**src/rtl/hz_pkg.sv**
```systemverilog
package hz_pkg;
    localparam int IDX_W = 5;
    localparam int RID_W = IDX_W + 1;

    typedef logic [RID_W-1:0] rid_t;

    typedef enum logic [1:0] {
        U_INT  = 2'd0,
        U_FADD = 2'd1,
        U_FMUL = 2'd2,
        U_FDIV = 2'd3
    } unit_e;

    // True when both operands are live and name the same register,
    // except the hard-wired integer zero register.
    function automatic logic rid_hit(input logic a_vld, input rid_t a,
                                     input logic b_vld, input rid_t b);
        return a_vld && b_vld && (a == b) && (a != '0);
    endfunction
endpackage

```
**src/rtl/hz_pipe_track.sv**
```systemverilog
module hz_pipe_track
    import hz_pkg::*;
#(
    parameter int DEPTH = 4
) (
    input  logic clk,
    input  logic rst_n,
    input  logic push,
    input  rid_t push_dst,
    input  logic s1_vld,
    input  rid_t s1,
    input  logic s2_vld,
    input  rid_t s2,
    input  logic d_vld,
    input  rid_t d,
    output logic raw_hit,
    output logic waw_hit
);
    logic [DEPTH-1:0] occ;
    rid_t             tag [DEPTH];
    logic [DEPTH-1:0] raw_v;
    logic [DEPTH-1:0] waw_v;

    // Stages advance every cycle; a non-issuing cycle inserts a bubble.
    always_ff @(posedge clk or negedge rst_n) begin
        if (!rst_n) begin
            occ <= '0;
            for (int k = 0; k < DEPTH; k++) tag[k] <= '0;
        end else begin
            occ    <= {occ[DEPTH-2:0], push};
            tag[0] <= push_dst;
            for (int k = 1; k < DEPTH; k++) tag[k] <= tag[k-1];
        end
    end

    for (genvar k = 0; k < DEPTH; k++) begin : g_stage
        assign waw_v[k] = rid_hit(occ[k], tag[k], d_vld, d);
        if (k < DEPTH - 1) begin : g_early
            assign raw_v[k] = rid_hit(occ[k], tag[k], s1_vld, s1)
                            | rid_hit(occ[k], tag[k], s2_vld, s2);
        end else begin : g_final
            // Final stage forwards its result: no read dependency.
            assign raw_v[k] = 1'b0;
        end
    end

    assign raw_hit = |raw_v;
    assign waw_hit = |waw_v;
endmodule

```
**src/rtl/hz_wb_sched.sv**
```systemverilog
module hz_wb_sched #(
    parameter int SPAN  = 7,
    parameter int LAT_W = 5
) (
    input  logic             clk,
    input  logic             rst_n,
    input  logic             set_en,
    input  logic [LAT_W-1:0] set_lat,
    input  logic [LAT_W-1:0] query_lat,
    output logic             taken
);
    // slot[k] set: a write-back is booked k cycles from now.
    logic [SPAN:1] slot;
    logic [SPAN:1] slot_nxt;

    always_comb begin
        slot_nxt = {1'b0, slot[SPAN:2]};
        for (int k = 1; k < SPAN; k++) begin
            if (set_en && set_lat == LAT_W'(k + 1)) slot_nxt[k] = 1'b1;
        end
    end

    always_ff @(posedge clk or negedge rst_n) begin
        if (!rst_n) slot <= '0;
        else        slot <= slot_nxt;
    end

    always_comb begin
        taken = 1'b0;
        for (int k = 1; k <= SPAN; k++) begin
            if (query_lat == LAT_W'(k)) taken = slot[k];
        end
    end
endmodule

```
**src/rtl/hz_div_ctrl.sv**
```systemverilog
module hz_div_ctrl
    import hz_pkg::*;
#(
    parameter int DIV_LAT = 24,
    parameter int LAT_W   = 5
) (
    input  logic             clk,
    input  logic             rst_n,
    input  logic             start,
    input  logic             s1_vld,
    input  rid_t             s1,
    input  logic             s2_vld,
    input  rid_t             s2,
    input  logic             d_vld,
    input  rid_t             d,
    input  logic [LAT_W-1:0] query_lat,
    output logic             unit_busy,
    output logic             raw_hit,
    output logic             waw_hit,
    output logic             wb_hit
);
    typedef enum logic [1:0] {
        DV_IDLE = 2'd0,
        DV_BUSY = 2'd1,
        DV_LAST = 2'd2
    } dv_state_e;

    dv_state_e        state, state_nxt;
    logic [LAT_W-1:0] cnt, cnt_nxt;   // cycles until its write-back, plus one
    rid_t             dst_q;
    logic             dvld_q;

    always_comb begin
        state_nxt = state;
        cnt_nxt   = cnt;
        unique case (state)
            DV_IDLE: begin
                if (start) begin
                    state_nxt = DV_BUSY;
                    cnt_nxt   = LAT_W'(DIV_LAT);
                end
            end
            DV_BUSY: begin
                cnt_nxt   = cnt - 1'b1;
                state_nxt = (cnt == LAT_W'(2)) ? DV_LAST : DV_BUSY;
            end
            DV_LAST: begin
                if (start) begin
                    state_nxt = DV_BUSY;
                    cnt_nxt   = LAT_W'(DIV_LAT);
                end else begin
                    state_nxt = DV_IDLE;
                    cnt_nxt   = '0;
                end
            end
            default: begin
                state_nxt = DV_IDLE;
                cnt_nxt   = '0;
            end
        endcase
    end

    always_ff @(posedge clk or negedge rst_n) begin
        if (!rst_n) begin
            state  <= DV_IDLE;
            cnt    <= '0;
            dst_q  <= '0;
            dvld_q <= 1'b0;
        end else begin
            state <= state_nxt;
            cnt   <= cnt_nxt;
            if (start) begin
                dst_q  <= d;
                dvld_q <= d_vld;
            end
        end
    end

    always_comb begin
        unit_busy = 1'b0;
        raw_hit   = 1'b0;
        waw_hit   = 1'b0;
        wb_hit    = 1'b0;
        unique case (state)
            DV_IDLE: ;
            DV_BUSY: begin
                unit_busy = 1'b1;
                raw_hit   = rid_hit(dvld_q, dst_q, s1_vld, s1)
                          | rid_hit(dvld_q, dst_q, s2_vld, s2);
                waw_hit   = rid_hit(dvld_q, dst_q, d_vld, d);
                wb_hit    = dvld_q && (cnt == query_lat + 1'b1);
            end
            DV_LAST: begin
                waw_hit   = rid_hit(dvld_q, dst_q, d_vld, d);
            end
            default: ;
        endcase
    end
endmodule

```
**src/rtl/hz_interlock.sv**
```systemverilog
module hz_interlock
    import hz_pkg::*;
#(
    parameter int ADD_LAT = 4,
    parameter int MUL_LAT = 7,
    parameter int DIV_LAT = 24
) (
    input  logic             clk,
    input  logic             rst_n,
    input  logic             id_valid,
    input  logic [1:0]       id_unit,
    input  logic             id_src1_vld,
    input  logic [RID_W-1:0] id_src1,
    input  logic             id_src2_vld,
    input  logic [RID_W-1:0] id_src2,
    input  logic             id_dst_vld,
    input  logic [RID_W-1:0] id_dst,
    output logic             stall,
    output logic             issue
);
    localparam int LAT_W = $clog2(DIV_LAT + 2);

    unit_e            unit;
    logic [LAT_W-1:0] lat;
    logic             add_raw, add_waw, mul_raw, mul_waw;
    logic             div_busy, div_raw, div_waw, div_wb;
    logic             sched_taken, wb_clash, div_block;

    assign unit = unit_e'(id_unit);

    always_comb begin
        unique case (unit)
            U_INT:   lat = LAT_W'(1);
            U_FADD:  lat = LAT_W'(ADD_LAT);
            U_FMUL:  lat = LAT_W'(MUL_LAT);
            U_FDIV:  lat = LAT_W'(DIV_LAT);
            default: lat = LAT_W'(1);
        endcase
    end

    hz_pipe_track #(.DEPTH(ADD_LAT)) u_add (
        .clk(clk), .rst_n(rst_n),
        .push(issue && unit == U_FADD && id_dst_vld), .push_dst(id_dst),
        .s1_vld(id_src1_vld), .s1(id_src1), .s2_vld(id_src2_vld), .s2(id_src2),
        .d_vld(id_dst_vld), .d(id_dst),
        .raw_hit(add_raw), .waw_hit(add_waw)
    );

    hz_pipe_track #(.DEPTH(MUL_LAT)) u_mul (
        .clk(clk), .rst_n(rst_n),
        .push(issue && unit == U_FMUL && id_dst_vld), .push_dst(id_dst),
        .s1_vld(id_src1_vld), .s1(id_src1), .s2_vld(id_src2_vld), .s2(id_src2),
        .d_vld(id_dst_vld), .d(id_dst),
        .raw_hit(mul_raw), .waw_hit(mul_waw)
    );

    hz_div_ctrl #(.DIV_LAT(DIV_LAT), .LAT_W(LAT_W)) u_div (
        .clk(clk), .rst_n(rst_n),
        .start(issue && unit == U_FDIV),
        .s1_vld(id_src1_vld), .s1(id_src1), .s2_vld(id_src2_vld), .s2(id_src2),
        .d_vld(id_dst_vld), .d(id_dst), .query_lat(lat),
        .unit_busy(div_busy), .raw_hit(div_raw), .waw_hit(div_waw), .wb_hit(div_wb)
    );

    // Divide latency lies beyond the pipelined span, so the divider's own
    // counter guards its write-back slot.
    hz_wb_sched #(.SPAN(MUL_LAT), .LAT_W(LAT_W)) u_sched (
        .clk(clk), .rst_n(rst_n),
        .set_en(issue && id_dst_vld && unit != U_FDIV),
        .set_lat(lat), .query_lat(lat), .taken(sched_taken)
    );

    assign wb_clash  = id_dst_vld && (sched_taken || div_wb);
    assign div_block = (unit == U_FDIV) && div_busy;
    assign stall     = id_valid && (add_raw || mul_raw || div_raw ||
                                    add_waw || mul_waw || div_waw ||
                                    wb_clash || div_block);
    assign issue     = id_valid && !stall;
endmodule

```
**config.mk**
```make
export PLATFORM = sky130hd
export DESIGN_NAME = hz_interlock
export DESIGN_NICKNAME = d
export VERILOG_FILES = /design/src/rtl/hz_pkg.sv /design/src/rtl/hz_pipe_track.sv /design/src/rtl/hz_wb_sched.sv /design/src/rtl/hz_div_ctrl.sv /design/src/rtl/hz_interlock.sv
export SDC_FILE = /design/constraint.sdc
export NUM_CORES = 1
export LEC_CHECK = 0
export BUFFER_PORTS_ARGS = -buffer_cell sky130_fd_sc_hd__buf_2
export CAP_MARGIN = 20
export CORE_MARGIN = 2
export CORE_UTILIZATION = 45
export CTS_BUF_LIST = sky130_fd_sc_hd__clkbuf_2 sky130_fd_sc_hd__clkbuf_4 sky130_fd_sc_hd__clkbuf_8
export CTS_CLUSTER_DIAMETER = 200
export DETAILED_ROUTE_END_ITERATION = 10
export GPL_TIMING_DRIVEN = 0
export SLEW_MARGIN = 20
export SYNTH_ARGS = -nofsm -noshare
export SYNTH_HDL_FRONTEND = slang
export SYNTH_HIERARCHICAL = 1
export SYNTH_SLANG_ARGS = --single-unit
```
**constraint.sdc**
```tcl
create_clock -name clk -period 3.6 [get_ports clk]
set_input_delay 0 -clock clk [delete_from_list [all_inputs] [get_ports clk]]
set_output_delay 0 -clock clk [all_outputs]
set_load 0.05 [all_outputs]
```
After elaboration in Yosys (flattened, before gate mapping) --
Index checks and enable logic that the tools add are counted.
Storage, ports and cells: output and inout bits 2, register bits after elaboration 73, word-level logic and storage cells 227, bits of input ports 26
Cells by class: bitwise gates (word level) 10, add/subtract/negate cells 2, reductions and logical operators 138, muxes and demuxes 25, equal/unequal tests 38
Operators by type and width (count):
- equality test 6 bit | 22
- logical AND 1 bit | 114
- nonzero test 6 bit | 8
- equality test 5 x 3 -> 1 bit (second input constant) | 4
- one-hot mux 5 bit (4 select lines) | 1
- two-way mux 1 bit | 18
- equality test 5 x 2 -> 1 bit (second input constant) | 3
- one-hot mux 5 bit (3 select lines) | 1
- two-way mux 5 bit | 2
- OR 1 bit | 10
- logical OR 1 bit | 8
- OR reduction 7 bit | 1
- equality test 2 bit (second input constant) | 3
- one-hot mux 2 bit (3 select lines) | 1
- OR reduction 6 bit | 1
- adder 5 x 1 -> 5 bit (second input constant) | 1
- equality test 5 x 1 -> 1 bit (second input constant) | 1
- equality test 5 bit | 1
- subtractor 5 x 1 -> 5 bit (second input constant) | 1
- equality test 2 x 1 -> 1 bit (second input constant) | 2
- logical NOT 2 bit | 2
- two-way mux 2 bit | 2
- OR reduction 4 bit | 1
- OR reduction 3 bit | 1
- 4 further kinds | 4

Logic depth before layout (Yosys ltp) --
word-level depth 21, gate-level depth with buffers 16, mapped depth without buffers 15

Cells and area by module --
The synthesis kept the hierarchy.
By module, submodules not included:
- hz_pipe_track at u_mul | cells an instance 265, area an instance 2788.9 um^2, times used 1
- hz_pipe_track at u_add | cells an instance 141, area an instance 1511.4 um^2, times used 1
- hz_div_ctrl | cells an instance 108, area an instance 1057.3 um^2, times used 1
- hz_wb_sched | cells an instance 30, area an instance 321.6 um^2, times used 1
- hz_interlock | cells an instance 23, area an instance 175.2 um^2, times used 1

Worst setup path before layout --
Ideal clock, no wire load.
kind input-to-reg, start point input port id_unit[0], end point register u_div.cnt[4], setup slack 0.169 ns, data required time 3.471 ns, stages 16, library setup time 0.129 ns, data arrival time 3.301 ns, cells stage by stage inv_1 ha_1 or2_2 ha_1 o21ba_2 a221oi_1 a21oi_1 a2111oi_2 o21ai_0 and4_1 and2_1 buf_2 nor2b_1 nor2_1 a32oi_1 nand2_1
Between the ends: elaborated cells between the ends (all ways) 35
RTL lines:
- from (decl) | line hz_interlock.sv:11 | input logic [1:0] id_unit,
- equality test 2 bit (tied with other cells) | line hz_interlock.sv:32 | unique case (unit)
- one-hot mux 5 bit (4 select lines) * | line hz_interlock.sv:32
- net lat[1] | line hz_interlock.sv:24 | logic [LAT_W-1:0] lat;
- adder 5 x 1 -> 5 bit * | line hz_div_ctrl.sv:91 | wb_hit = dvld_q && (cnt == query_lat + 1'b1);
- equality test 5 bit * | line hz_div_ctrl.sv:91
- logical AND 1 bit * | line hz_div_ctrl.sv:91
- two-way mux 1 bit * | line hz_div_ctrl.sv:84 | unique case (state)
- net div_wb | line hz_interlock.sv:26 | logic div_busy, div_raw, div_waw, div_wb;
- (+3 left out)
- logical OR 1 bit * | line hz_interlock.sv:77 | wb_clash || div_block);
- logical AND 1 bit * | line hz_interlock.sv:75 | assign stall = id_valid && (add_raw || mul_raw || div_raw ||
- logical NOT 1 bit * | line hz_interlock.sv:78 | assign issue = id_valid && !stall;
- logical AND 1 bit * | line hz_interlock.sv:78
- net issue | line hz_interlock.sv:19 | output logic issue
- logical AND 1 bit * | line hz_interlock.sv:59 | .start(issue && unit == U_FDIV),
- two-way mux 5 bit | line hz_div_ctrl.sv:48 | if (start) begin
- one-hot mux 5 bit (3 select lines) | line hz_div_ctrl.sv:36 | unique case (state)
- to (signal assigned) | line hz_div_ctrl.sv:71 | cnt <= cnt_nxt;
- to (decl) | line hz_div_ctrl.sv:29 | logic [LAT_W-1:0] cnt, cnt_nxt;
Mark *: on every way through the listed nets, which the timed path passes. The rest lies on a longest branch. A chain may end at the register's enable or synchronous reset.

Worst setup path in the final report --
start point register u_mul/tag[7] (netlist bit), end point register u_div.state[0]
Between the ends: elaborated cells between the ends (all ways) 27
RTL lines:
- from (decl) | line hz_pipe_track.sv:20 | rid_t tag [DEPTH];
- equality test 6 bit | line hz_pkg.sv:18 | return a_vld && b_vld && (a == b) && (a != '0);
- logical AND 1 bit | line hz_pkg.sv:18
- logical AND 1 bit * | line hz_pkg.sv:18
- OR reduction 7 bit * | line hz_pipe_track.sv:48 | assign waw_hit = |waw_v;
- net mul_waw | line hz_interlock.sv:25 | logic add_raw, add_waw, mul_raw, mul_waw;
- logical OR 1 bit * (3 in a row) | line hz_interlock.sv:76 | add_waw || mul_waw || div_waw ||
- logical OR 1 bit * | line hz_interlock.sv:77
- logical AND 1 bit * | line hz_interlock.sv:75
- logical NOT 1 bit * | line hz_interlock.sv:78
- logical AND 1 bit * | line hz_interlock.sv:78
- logical AND 1 bit * | line hz_interlock.sv:59
- two-way mux 1 bit | line hz_div_ctrl.sv:48
- one-hot mux 2 bit (3 select lines) | line hz_div_ctrl.sv:36
- to (signal assigned) | line hz_div_ctrl.sv:70 | state <= state_nxt;
- to (decl) | line hz_div_ctrl.sv:28 | dv_state_e state, state_nxt;
Marks and branches as above.

==> results.sh <==
export IMPL_dp_slack_ns=-0.192
export IMPL_synth_area_leaders="dfrtp_1 (41%), xnor2_1 (17%), xor2_1 (12%)"
export IMPL_p_int_mw=1.94
export IMPL_synth_area_mm2=0.00585
export IMPL_cts_htree_levels=3
export IMPL_worst_pin_slew_ns=0.686
export IMPL_seq_area_mm2=0.00243
export IMPL_clk_path_buf_depth=2
export IMPL_setup_viol_count_final=0
export IMPL_die_y_um=118
export IMPL_io_buffers=27
export IMPL_design_area_mm2=0.00659
export IMPL_start_util=0.462
export IMPL_slowest_stage="or4_1"
export IMPL_fmax_mhz=298
export IMPL_p_comb_frac=0.245
export IMPL_p_sw_frac=0.325
export IMPL_clk_pin_slew_ns=0.10
export IMPL_grt_pass1_wl_mm=25.2
export IMPL_end_kind="flip-flop"
export IMPL_period_needed_ns=3.36
export IMPL_multi_input_area_mm2=0.00328
export IMPL_grt_overflow=0
export IMPL_leakage_nw=2.64
export IMPL_slowest_delay_ns=0.53
export IMPL_crit_required_ns=3.89
export IMPL_tns_ns=0
export IMPL_drive_gt1_frac=0.147
export IMPL_status="finished, final reports clean"
export IMPL_ir_worst_vdd_uv=338
export IMPL_finClkSkew_ns=0.0132
export IMPL_numCtsBuffers=9
export IMPL_p_sw_uw=932
export IMPL_cp_max_fo=10
export IMPL_grt_antenna_before_repair=0
export IMPL_powerDensity_mw_per_mm2=435
export IMPL_wl_mm=15.8
export IMPL_core_area_mm2=0.0127
export IMPL_syn_to_final_growth_pct=12.6
export IMPL_finalNetCount=654
export IMPL_clock_sinks=97
export IMPL_dp_hpwl_mm=11.0
export IMPL_synth_cells=567
export IMPL_path_class="reg -> reg"
export IMPL_ys_ff_latch=97
export IMPL_die_area_mm2=0.0139
export IMPL_num_rows=41
export IMPL_p_clk_frac=0.289
export IMPL_clock_latency_ns=0.39
export IMPL_hp_class="in -> async"
export IMPL_timing_final_ws_setup_ns=0.242
export IMPL_synth_top_area_cell="dfrtp_1"
export IMPL_slew_limit_headroom=0.543
export IMPL_synth_top_cell_area_share=0.415
export IMPL_yosysUniqueCellTypes=58
export IMPL_antenna_cells=0
export IMPL_drv_cap=0
export IMPL_place_area_mm2=0.00624
export IMPL_cts_tree="built"
export IMPL_num_fill_cells=1156
export IMPL_wl_per_cell_um=19.9
export IMPL_path_cells="or4_1 > o31ai_2 > nor3_1 > a31oi_1 > nand4_1 > nor4_4 > and4_1 > and2_1 > clkbuf_4 > nand2b_4 > nand2_1 > o311ai_1"
export IMPL_syn_num_nets=605
export IMPL_io_pins=28
export IMPL_via_count=4475
export IMPL_grt_start_max_net_pins=66
export IMPL_fin_crit_sh=0.933
export IMPL_startpoint_type="flip-flop"
export IMPL_yosysMostFrequentCell="xnor2_1"
export IMPL_slew_viol_final=0
export IMPL_synthTopCellsByCount="xnor2_1 (113), dfrtp_1 (97), xor2_1 (82), nand3_1 (34), nor4_1 (29)"
export IMPL_async_flop_share=1.00
export IMPL_yosys_most_used_dff="dfrtp_1"
export IMPL_grt_use_total=0.236
export IMPL_synth_area_per_cell_um2=10.3
export IMPL_timing_hold_ws_ns=0.0468
export IMPL_ant_nets=0
export IMPL_drtIter0Drc=295
export IMPL_first_pass_iters=4
export IMPL_cts_root_buf="clkbuf_8"
export IMPL_arrival_ns=3.65
export IMPL_drc=0
export IMPL_gp_congestion=0.920
export IMPL_vias_per_cell=5.64
export IMPL_synth_edf_count=0
export IMPL_rsz0062_at_grt="no"
export IMPL_yosysWarningCount=6
export IMPL_ys_seq_area_frac=0.415
export IMPL_grt_pass1_vias=4548
export IMPL_dieWidth_um=118
export IMPL_hold_viol=0
export IMPL_power_total_mw=2.87
export IMPL_seq_power_share=0.467
[worst max-delay path, delay by kind of cell (launching register included)]
family / cells / cell delay (ns)
AND/OR/NAND/NOR: 8 / 1.84
flip-flops: 1 / 0.48
AO/OA/AOI/OAI: 3 / 0.73
buffers and inverters: 1 / 0.21
[sequential cells by signal (all words and copies together), names as in the netlist]
name,flops
u_add/occ,4
u_add/tag,24
u_div/cnt,5
u_div/dst_q,6
u_div/dvld_q,1
u_div/state,2
u_mul/occ,7
u_mul/tag,42
u_sched/slot,6
[final cells by class]
class                   instances  area share
inverters                      14     0.00797
clock inverters                 5      0.0129
well taps                     172      0.0327
repair buffers                 38      0.0401
plain buffers                  22      0.0175
multi-input cells             434       0.497
flip-flops and latches         97       0.369
clock buffers                  11      0.0230
[power groups by stage]
stage	sequential (mW)	combinational, mW	clock (mW)
after floorplan	1.32	0.496	0
after global placement	1.35	0.648	0
after detailed placement	1.36	0.674	0
after CTS	1.34	0.685	0.845
after global routing	1.36	0.776	0.892
final	1.34	0.702	0.828
[placed cells by master, fill, tap and decap left out, types with 2 or more instances in the layout]
cell type and count:
o211ai_1 2, a41oi_1 2, a211oi_1 2, and3_1 2
nor2_1 17, inv_1 14, a21oi_1 8, nand2_1 25
mux2_2 7, o21ai_0 12, bufinv_16 2, dfrtp_1 95
o41ai_1 2, buf_2 43, or4_1 4, clkbuf_8 11
clkbuf_1 3, nor4_1 29, nand3_1 34, nor4_2 2
xor2_1 82, buf_4 2, dlygate4sd3_1 8, o21ai_1 2
o2111ai_1 2, buf_6 2, nor3_1 14, a31oi_1 2
xnor2_1 113, dfrtp_2 2, a21o_1 3, nand2b_1 2
or3_1 2, nand3b_1 2, nand4_1 20, ha_1 12
nor3b_1 2
[metal layers]
metal	share of wire	global-route usage	up-vias
met3	0.054	0.0514	25
met1	0.45	0.315	2253
met5	0	0	-
met4	0.019	0.0761	0
met2	0.48	0.381	132
li1	-	-	2065
[path summary, 6_finish.rpt]
check	startpoint	end	slack, ns	cells past startpoint
worst max-delay path	u_mul/tag[7]$_DFF_PN0_	u_div/state[0]$_DFFE_PN0P_	0.24	12
worst min-delay path	rst_n	u_mul/tag[1]$_DFF_PN0_	0.05	2
worst max register to register	u_mul/tag[7]$_DFF_PN0_	u_div/state[0]$_DFFE_PN0P_	0.24	12
worst min register to register	u_mul/occ[5]$_DFF_PN0_	u_mul/occ[6]$_DFF_PN0_	0.44	0
max in group asynchronous	rst_n	u_mul/tag[38]$_DFF_PN0_	2.94	3
min in group clk	id_unit[0]	u_add/occ[0]$_DFF_PN0_	0.09	4
[repair_timing]
| item | 4_1_cts | 5_1_grt |
|---|---|---|
| hold endpoints to repair | 113 | 0 |
| setup buffers | 0 | 2 |
| hold buffers | 8 | 0 |
| setup endpoints to repair | 0 | 6 |
| resized for setup | 0 | 8 |
[through the flow]
stage,std cells,utilization
2_1_floorplan,567,-
3_3_place_gp,766,0.490
3_5_place_dp,767,0.492
4_1_cts,791,0.517
5_1_grt,793,0.520
6_report,793,0.520
[logic make-up (layout without fill, tap and decap cells)]
family / after synthesis / count (layout) / share of synthesized area
adders and majority gates: 12 / 12 / 0.0256
buffers and inverters: 36 / 90 / 0.0282
muxes: 7 / 7 / 0.0135
and+or+nand+nor: 171 / 171 / 0.167
xor gates and xnor gates: 195 / 195 / 0.292
DFF: 97 / 97 / 0.415
AOI/OAI and AO/OA: 49 / 49 / 0.0592
Power figures use the tool's default switching activity.
